--- src/rtl/pwm_pkg.sv ---
package pwm_pkg;
   typedef enum logic {PAIR_INDEP = 1'b0, PAIR_COMP = 1'b1} pair_mode_e;
   typedef enum logic {TRIP_CYCLE = 1'b0, TRIP_HOLD = 1'b1} trip_mode_e;
endpackage

--- src/rtl/pwm_timebase.sv ---
module pwm_timebase #(
   parameter int CNT_W = 16
) (
   input  logic             clk,
   input  logic             rst_n,
   input  logic [CNT_W-1:0] sh_period,
   input  logic [CNT_W-1:0] sh_cmp_a,
   input  logic [CNT_W-1:0] sh_cmp_b,
   output logic [CNT_W-1:0] cnt,
   output logic [CNT_W-1:0] per_act,
   output logic             wrap,
   output logic             raw_a,
   output logic             raw_b
);
   logic [CNT_W-1:0] cnt_q, per_q, ca_q, cb_q;

   assign wrap = (cnt_q == per_q);

   always_ff @(posedge clk or negedge rst_n) begin
      if (!rst_n) begin
         cnt_q <= '0;
         per_q <= '0;
         ca_q  <= '0;
         cb_q  <= '0;
      end else if (wrap) begin
         cnt_q <= '0;
         per_q <= sh_period;
         ca_q  <= sh_cmp_a;
         cb_q  <= sh_cmp_b;
      end else begin
         cnt_q <= cnt_q + 1'b1;
      end
   end

   assign raw_a   = (cnt_q < ca_q);
   assign raw_b   = (cnt_q < cb_q);
   assign cnt     = cnt_q;
   assign per_act = per_q;
endmodule

--- src/rtl/pwm_deadband.sv ---
module pwm_deadband #(
   parameter int DB_W  = 8,
   parameter bit DB_EN = 1'b1
) (
   input  logic            clk,
   input  logic            rst_n,
   input  logic            raw_a,
   input  logic            raw_b,
   input  logic            comp_mode,
   input  logic [DB_W-1:0] rise_dly,
   input  logic [DB_W-1:0] fall_dly,
   output logic            pre_a,
   output logic            pre_b
);
   import pwm_pkg::*;

   logic            a_q, b_q;
   logic [DB_W-1:0] age_q;
   logic            comp_a, comp_b;

   always_ff @(posedge clk or negedge rst_n) begin
      if (!rst_n) begin
         a_q   <= 1'b0;
         b_q   <= 1'b0;
         age_q <= '0;
      end else begin
         a_q <= raw_a;
         b_q <= raw_b;
         if (raw_a != a_q)
            age_q <= '0;
         else if (age_q != {DB_W{1'b1}})
            age_q <= age_q + 1'b1;
      end
   end

   if (DB_EN) begin : g_db
      assign comp_a = a_q  && (age_q >= rise_dly);
      assign comp_b = !a_q && (age_q >= fall_dly);
   end else begin : g_nodb
      assign comp_a = a_q;
      assign comp_b = !a_q;
   end

   always_comb begin
      if (pair_mode_e'(comp_mode) == PAIR_COMP) begin
         pre_a = comp_a;
         pre_b = comp_b;
      end else begin
         pre_a = a_q;
         pre_b = b_q;
      end
   end
endmodule

--- src/rtl/pwm_trip.sv ---
module pwm_trip (
   input  logic clk,
   input  logic rst_n,
   input  logic trip_in,
   input  logic trip_clr,
   input  logic latch_mode,
   input  logic wrap,
   output logic hold_q,
   output logic cyc_q,
   output logic force_safe
);
   import pwm_pkg::*;

   logic hold_set, cyc_set;

   assign hold_set = trip_in && (trip_mode_e'(latch_mode) == TRIP_HOLD);
   assign cyc_set  = trip_in && (trip_mode_e'(latch_mode) == TRIP_CYCLE);

   always_ff @(posedge clk or negedge rst_n) begin
      if (!rst_n) begin
         hold_q <= 1'b0;
         cyc_q  <= 1'b0;
      end else begin
         hold_q <= hold_set || (hold_q && !trip_clr);
         cyc_q  <= cyc_set  || (cyc_q  && !wrap);
      end
   end

   assign force_safe = trip_in || hold_q || cyc_q;
endmodule

--- src/rtl/pwm_db_trip.sv ---
module pwm_db_trip #(
   parameter int CNT_W = 16,
   parameter int DB_W  = 8,
   parameter bit DB_EN = 1'b1
) (
   input  logic             clk,
   input  logic             rst_n,
   input  logic [CNT_W-1:0] cfg_period,
   input  logic [CNT_W-1:0] cfg_cmp_a,
   input  logic [CNT_W-1:0] cfg_cmp_b,
   input  logic             cfg_pair_comp,
   input  logic [DB_W-1:0]  cfg_rise_dly,
   input  logic [DB_W-1:0]  cfg_fall_dly,
   input  logic             cfg_trip_latch,
   input  logic             trip_in,
   input  logic             trip_clr,
   output logic             pwm_a,
   output logic             pwm_b
);
   initial begin
      assert (CNT_W >= 2 && CNT_W <= 32) else $error("CNT_W out of range");
      assert (DB_W >= 1 && DB_W <= 16)   else $error("DB_W out of range");
   end

   logic [CNT_W-1:0] cnt, per_act;
   logic             wrap, raw_a, raw_b, pre_a, pre_b;
   logic             hold_q, cyc_q, force_safe;

   pwm_timebase #(.CNT_W(CNT_W)) u_tb (
      .clk(clk), .rst_n(rst_n),
      .sh_period(cfg_period), .sh_cmp_a(cfg_cmp_a), .sh_cmp_b(cfg_cmp_b),
      .cnt(cnt), .per_act(per_act), .wrap(wrap), .raw_a(raw_a), .raw_b(raw_b)
   );

   pwm_deadband #(.DB_W(DB_W), .DB_EN(DB_EN)) u_db (
      .clk(clk), .rst_n(rst_n), .raw_a(raw_a), .raw_b(raw_b),
      .comp_mode(cfg_pair_comp), .rise_dly(cfg_rise_dly), .fall_dly(cfg_fall_dly),
      .pre_a(pre_a), .pre_b(pre_b)
   );

   pwm_trip u_trip (
      .clk(clk), .rst_n(rst_n), .trip_in(trip_in), .trip_clr(trip_clr),
      .latch_mode(cfg_trip_latch), .wrap(wrap),
      .hold_q(hold_q), .cyc_q(cyc_q), .force_safe(force_safe)
   );

   assign pwm_a = rst_n && pre_a && !force_safe;
   assign pwm_b = rst_n && pre_b && !force_safe;
endmodule

--- config.mk ---
export PLATFORM = sky130hd
export DESIGN_NAME = pwm_db_trip
export DESIGN_NICKNAME = d
export VERILOG_FILES = /design/src/rtl/pwm_pkg.sv /design/src/rtl/pwm_timebase.sv /design/src/rtl/pwm_deadband.sv /design/src/rtl/pwm_trip.sv /design/src/rtl/pwm_db_trip.sv
export SDC_FILE = /design/constraint.sdc
export NUM_CORES = 1
export LEC_CHECK = 0
export ABC_AREA = 1
export BUFFER_PORTS_ARGS = -buffer_cell sky130_fd_sc_hd__buf_4
export CAP_MARGIN = 20
export CELL_PAD_IN_SITES_DETAIL_PLACEMENT = 0
export CELL_PAD_IN_SITES_GLOBAL_PLACEMENT = 1
export CORE_ASPECT_RATIO = 1.5
export CORE_MARGIN = 5
export CORE_UTILIZATION = 43
export DETAILED_ROUTE_END_ITERATION = 8
export HOLD_SLACK_MARGIN = 0.02
export MAX_ROUTING_LAYER = met4
export PLACE_DENSITY = 0.81
export SLEW_MARGIN = 20
export SYNTH_ARGS = -nofsm -noshare
export SYNTH_HDL_FRONTEND = slang
export SYNTH_SLANG_ARGS = --single-unit
--- constraint.sdc ---
create_clock -name clk -period 2.25 [get_ports clk]
set_clock_uncertainty 0.2 [all_clocks]
set_input_delay 0.225 -clock clk [delete_from_list [all_inputs] [get_ports clk]]
set_output_delay 0.225 -clock clk [all_outputs]
set_load 0.05 [all_outputs]
### Yosys cells after proc, flatten, opt, wreduce, memory -nomap -nowiden

Index checks and enable logic that the tools add are counted.

| word-level totals | value |
|---|---|
| register bits after elaboration | 76 |
| input port bits | 70 |
| output and inout bits | 2 |
| logic and storage cells | 43 |

| operators by class | value |
|---|---|
| add/sub/neg operators | 2 |
| magnitude comparators | 4 |
| equality and inequality tests | 3 |
| multiplexer cells | 5 |
| bitwise gates (word level) | 1 |
| reduce and logical (&&, ||, !) cells | 19 |

Operators by type and width:

| operator | number |
|---|---|
| 16-bit less-than comparator | 2 |
| 16-bit by 1-bit adder with 16-bit output, second input constant | 1 |
| 16-bit == test | 1 |
| 8-bit greater-or-equal comparator | 2 |
| 16-bit 2-to-1 mux | 1 |
| 8-bit 2-to-1 mux | 2 |
| 1-bit logical AND | 10 |
| 8-bit by 1-bit adder with 8-bit output, second input constant | 1 |
| 8-bit != test, second input constant | 1 |
| 1-bit logical NOT | 4 |
| 1-bit logical OR | 4 |
| 1-bit 2-to-1 mux | 2 |
| 2-bit nonzero test | 1 |
| 1-bit != test | 1 |
| 1-bit inverter | 1 |

### Depth between registers and ports, before layout

| depth | value |
|---|---|
| word-level depth | 5 |
| gate-level depth with buffers | 13 |
| gate-level depth less buffers | 13 |

### Cells and area by module

From an unflattened synthesis, not the netlist that was laid out.

| second synthesis, totals | value |
|---|---|
| cell total of the unflattened synthesis | 671 |
| area, all modules | 4882.2 µm² |

By module, submodules not included:

| module | times used | cells an instance | area each (µm²) | sequential area each (µm²) |
|---|---|---|---|---|
| pwm_timebase | 1 | 527 | 3842.4 | 1601.5 |
| pwm_deadband | 1 | 126 | 927.1 | 250.2 |
| pwm_trip | 1 | 14 | 95.1 | 50.0 |
| pwm_db_trip | 1 | 4 | 17.5 | 0.0 |

### Worst setup path before layout

Ideal clock, no wire load.

| path | value |
|---|---|
| path kind | flip-flop to output port |
| from | reg u_db.age_q[7] |
| to | out pwm_a |
| data arrival time | 2.143 ns |
| required time | 1.825 ns |
| setup slack | -0.318 ns |
| stages on the path, launching flop included | 8 |
| buffers on the path | 0 |
| cells stage by stage | dfrtp_1 ha_1 nand2_1 nor2_1 nand4_1 nand3_1 o21ai_0 nor3_1 |

| on the way | value |
|---|---|
| longest elaborated chain between the ends | 5 |

Ends and longest elaborated chain:

| what | RTL line | RTL |
|---|---|---|
| start, declared | pwm_deadband.sv:18 | `logic [DB_W-1:0] age_q;` |
| start signal, assigned | pwm_deadband.sv:32 | `age_q <= age_q + 1'b1;` |
| 8-bit greater-or-equal comparator | pwm_deadband.sv:37 | `assign comp_a = a_q && (age_q >= rise_dly);` |
| 1-bit logical AND | pwm_deadband.sv:37 |  |
| 1-bit 2-to-1 mux | pwm_deadband.sv:45 | `if (pair_mode_e'(comp_mode) == PAIR_COMP) begin` |
| 1-bit logical AND (2 in series) | pwm_db_trip.sv:47 | `assign pwm_a = rst_n && pre_a && !force_safe;` |
| end, declared | pwm_db_trip.sv:17 | `output logic pwm_a,` |

Every way passes these cells.

### Worst setup path after layout

| path | value |
|---|---|
| from | reg u_db.age_q[6] |
| to | out pwm_b |

| on the way | value |
|---|---|
| longest elaborated chain between the ends | 5 |

Ends and longest elaborated chain:

| what | RTL line | RTL |
|---|---|---|
| 8-bit greater-or-equal comparator | pwm_deadband.sv:38 | `assign comp_b = !a_q && (age_q >= fall_dly);` |
| 1-bit logical AND | pwm_deadband.sv:38 |  |
| 1-bit 2-to-1 mux | pwm_deadband.sv:45 |  |
| 1-bit logical AND (2 in series) | pwm_db_trip.sv:48 | `assign pwm_b = rst_n && pre_b && !force_safe;` |
| end, declared | pwm_db_trip.sv:18 | `output logic pwm_b` |

Every way passes these cells.

==> results.md <==
- Mapped Area: 4750 sq um
- Power per standard cell area: 478 nW/um^2
- Yosys top cell area share: 40.1%
- Initial cell density of the core: 43.4%
- Area post-placement: 5470 sq um
- Kind of critical path: flop to primary output
- Max Freq: 437 MHz
- Avg Inst Size Synth: 8.13 sq um
- Final ANT Viol Nets: 0
- Die Ht: 139 microns
- Busiest grt layer: met2
- Post-synth cell types: 31
- Clock power share: 47.5%
- CTS clk-pin slew, worst paths: 60 ps
- Routed WL: 11700 microns
- Crit path cell chain: ha_1 -> nand2_2 -> nor2_1 -> nor3_2 -> nand3_1 -> nand3_1 -> a21oi_2 -> buf_6
- Max cap viols: 0
- Net Count, Synth: 702
- Layout cells sized above 1: 20.4%
- Area growth, synth to finish: 35.7%
- Worst Hold Class: flop to flop
- WP depth: 8
- Largest area contributor in the netlist: dfrtp_1
- Maximum VDD drop: 0.000359 V
- Crit. End Element: primary output
- Core footprint: 10900 sq um
- Placement row count: 47
- Sequential area share after synthesis: 40.1%
- Final non-filler cell total: 871
- Final Cell Area: 6440 sq um
- Ant diodes: 0
- Final setup vio count: 2
- Hold depth: 2
- Drt drc: 0
- Gr ovfl total: 0
- CTS tree: done
- Htree depth: 3
- Met1 usage: 20.4%
- Count of final max-slew check failures: 0
- Minimum clock period: 2290 ps
- DRT iter0 DRCs: 182
- Nature of the critical path startpoint: flop
- WL/cell: 13.5 microns
- Number of global-route vias before repair: 4363
- Slew @ Worst Pin: 976 ps
- Vias: 4202
- RePlAce Congestion: 0.874
- #FFs+latches synth: 76
- CP Max Fanout: 3
- CP bufs+invs: 1
- CTS Buf Count: 9
- R2R depth: 8
- Overall power: 3.08 mW
- Most used cell, CP: nand3_1
- Total track usage: 19.5%
- Slew Limit Headroom: 34.9%
- Nets: 837
- Comb power frac: 8.0%
- Internal power: 2.44 mW
- Final cycle utilization of the critical path: 102%
- Crit path largest cell delay: 400 ps
- Pin count of the biggest net entering global routing: 77
- I/O pin count: 72
- Ys flop type: dfrtp_1
- Clock root cell: clkbuf_16
- Synth area leaders: dfrtp_1 40%, ha_1 13%, nand2_1 12%
- CTS sink cnt: 76
- RSZ-0062 raised after global routing: yes
- Die area: 13300 sq um
- Clk Latency, worst-skew pair: 330 ps
- Cells after Synth: 584
- Syn. warnings: 0
- Dpl hpwl: 8500 microns
- FFs w/ async S/R, synth: 100%
- Post-synth EDFFs: 0
- P_leak: 3.41 nW
- Placed cells: 795
- Max Buffers Root-to-Sink: 2
- Vias per cell: 4.82
- Net Sw Frac: 20.7%
- Met3 Track Usage GR: 3.37%
- Worst EP arrival: 1860 ps
- Hold Fails Final Rpt: 0
- Failing checks: negative setup slack
- CP required: 1820 ps
- CP max stage cell: dfrtp_1
- Switching power: 0.636 mW
- Final worst slack: -35.9 ps
- Reg power frac: 44.5%
- Status: finished, violations left
- Initial antenna violation count: 0
- Crit path max-delay family: simple AND/OR/NAND/NOR gates
- Met2 Usage GRT: 35.6%
- First-pass GRT wire length: 19800 microns
- DRT Pass-1 Iters: 4
- Port bufs: 71
- Die X-Extent: 95.8 microns
[registers in the layout, indices dropped and copies added (netlist names)]
register	flops
u_db.b_q	1
u_tb.ca_q	16
u_db.age_q	8
u_tb.cb_q	16
u_trip.cyc_q	1
u_trip.hold_q	1
u_tb.cnt	16
u_tb.per_act	16
u_db.a_q	1
[timing repair]
item,CTS,global route
setup endpoints to repair,2,10
setup buffers,7,0
hold endpoints to repair,126,0
pin swaps,6,0
resized for setup,17,6
hold buffers,53,0
[power by group through the flow]
stage	registers (mW)	clock network (mW)	logic, mW
final	1.37	1.46	0.245
after global routing	1.37	1.54	0.272
after CTS	1.37	1.49	0.246
after detailed placement	1.39	0	0.162
after global placement	1.39	0	0.157
after floorplan	1.39	0	0.0300
[cell type report]
class | count | area (sq um)
repair buffers | 142 | 1230
fillers | 1018 | 4500
multi-input cells | 412 | 2520
clock inverters | 4 | 47.5
well taps | 147 | 184
flip-flops and latches | 76 | 1910
inverters | 78 | 293
clock buffers | 12 | 256
[cell usage in the layout, fill, tap and decap left out, types with 4 or more instances in the layout]
cell type	synthesis	routed
dfrtp_2	0	5
nand4_1	13	13
nand3_1	45	44
xor2_1	14	14
nand2_2	1	4
o21ai_0	7	4
ha_1	48	45
dlygate4sd3_1	0	53
nor3_1	6	4
buf_4	2	85
dfrtp_1	76	71
xnor2_1	16	16
nor2_1	45	43
inv_1	77	77
nand2_1	157	154
nand3_2	20	21
nor4_1	4	4
clkbuf_16	0	9
a21oi_1	25	23
[per-stage QoR]
step	hold WS [ps]	TNS, ps	setup slack (ps)	utilization [%]
2_1_floorplan	-271	0	97.4	-
3_3_place_gp	204	0	101	50.0
5_1_grt	294	-248	-126	58.9
4_1_cts	273	-114	-58.6	58.7
6_report	268	-61.2	-35.9	58.9
3_5_place_dp	207	0	63.0	50.0
[cells by family (layout without fill, tap and decap cells)]
group	after synthesis	in the layout	share of synthesized area, %
flip-flops	76	76	40.1
AO/OA/AOI/OAI	37	37	4.14
adder cells (fa/ha/maj)	48	48	12.6
XOR/XNOR	30	30	5.53
buffers and inverters	96	236	8.80
AND/OR/NAND/NOR	297	297	28.8
[worst reg2reg max path, cell delays in order (launching register included)]
cell     delay, ps
dfrtp_1        480
xor2_1         180
nor2_1         120
nand3_1        110
nor3_4         230
nand2_2        130
buf_4          250
nand2_1        120
o21ai_1         60
[path summary, 6_finish.rpt]
path	start	endpoint	slack, ps
max	u_db.age_q[6]	pwm_b	-40
min	u_tb.cb_q[13]	u_tb.cb_q[13]	270
max reg2reg	u_tb.cnt[9]	u_trip.cyc_q	260
min reg2reg	u_tb.cb_q[13]	u_tb.cb_q[13]	270
max in group asynchronous	rst_n	u_db.age_q[5]	670
min in group asynchronous	rst_n	u_trip.cyc_q	490
[synth_stat cells, types with 2 or more instances]
master	instances
nor3_1	6
o21ai_0	7
nand2_1	157
xor2_1	14
nor2_1	45
nor4_1	4
nand3_1	45
ha_1	48
a21oi_1	25
nand4_1	13
buf_6	5
xnor2_1	16
dfrtp_1	76
buf_4	2
o21a_1	2
nand3_2	20
buf_2	9
inv_1	77
[layer usage]
metal | wire length, microns | share of wire (%) | up-vias
li1 | - | - | 2146
met1 | 4560 | 39 | 1975
met4 | 286 | 2.4 | 0
met5 | 0 | 0 | -
met3 | 301 | 2.6 | 20
met2 | 6580 | 56 | 61
No activity file was read; power rests on OpenSTA's default activity.
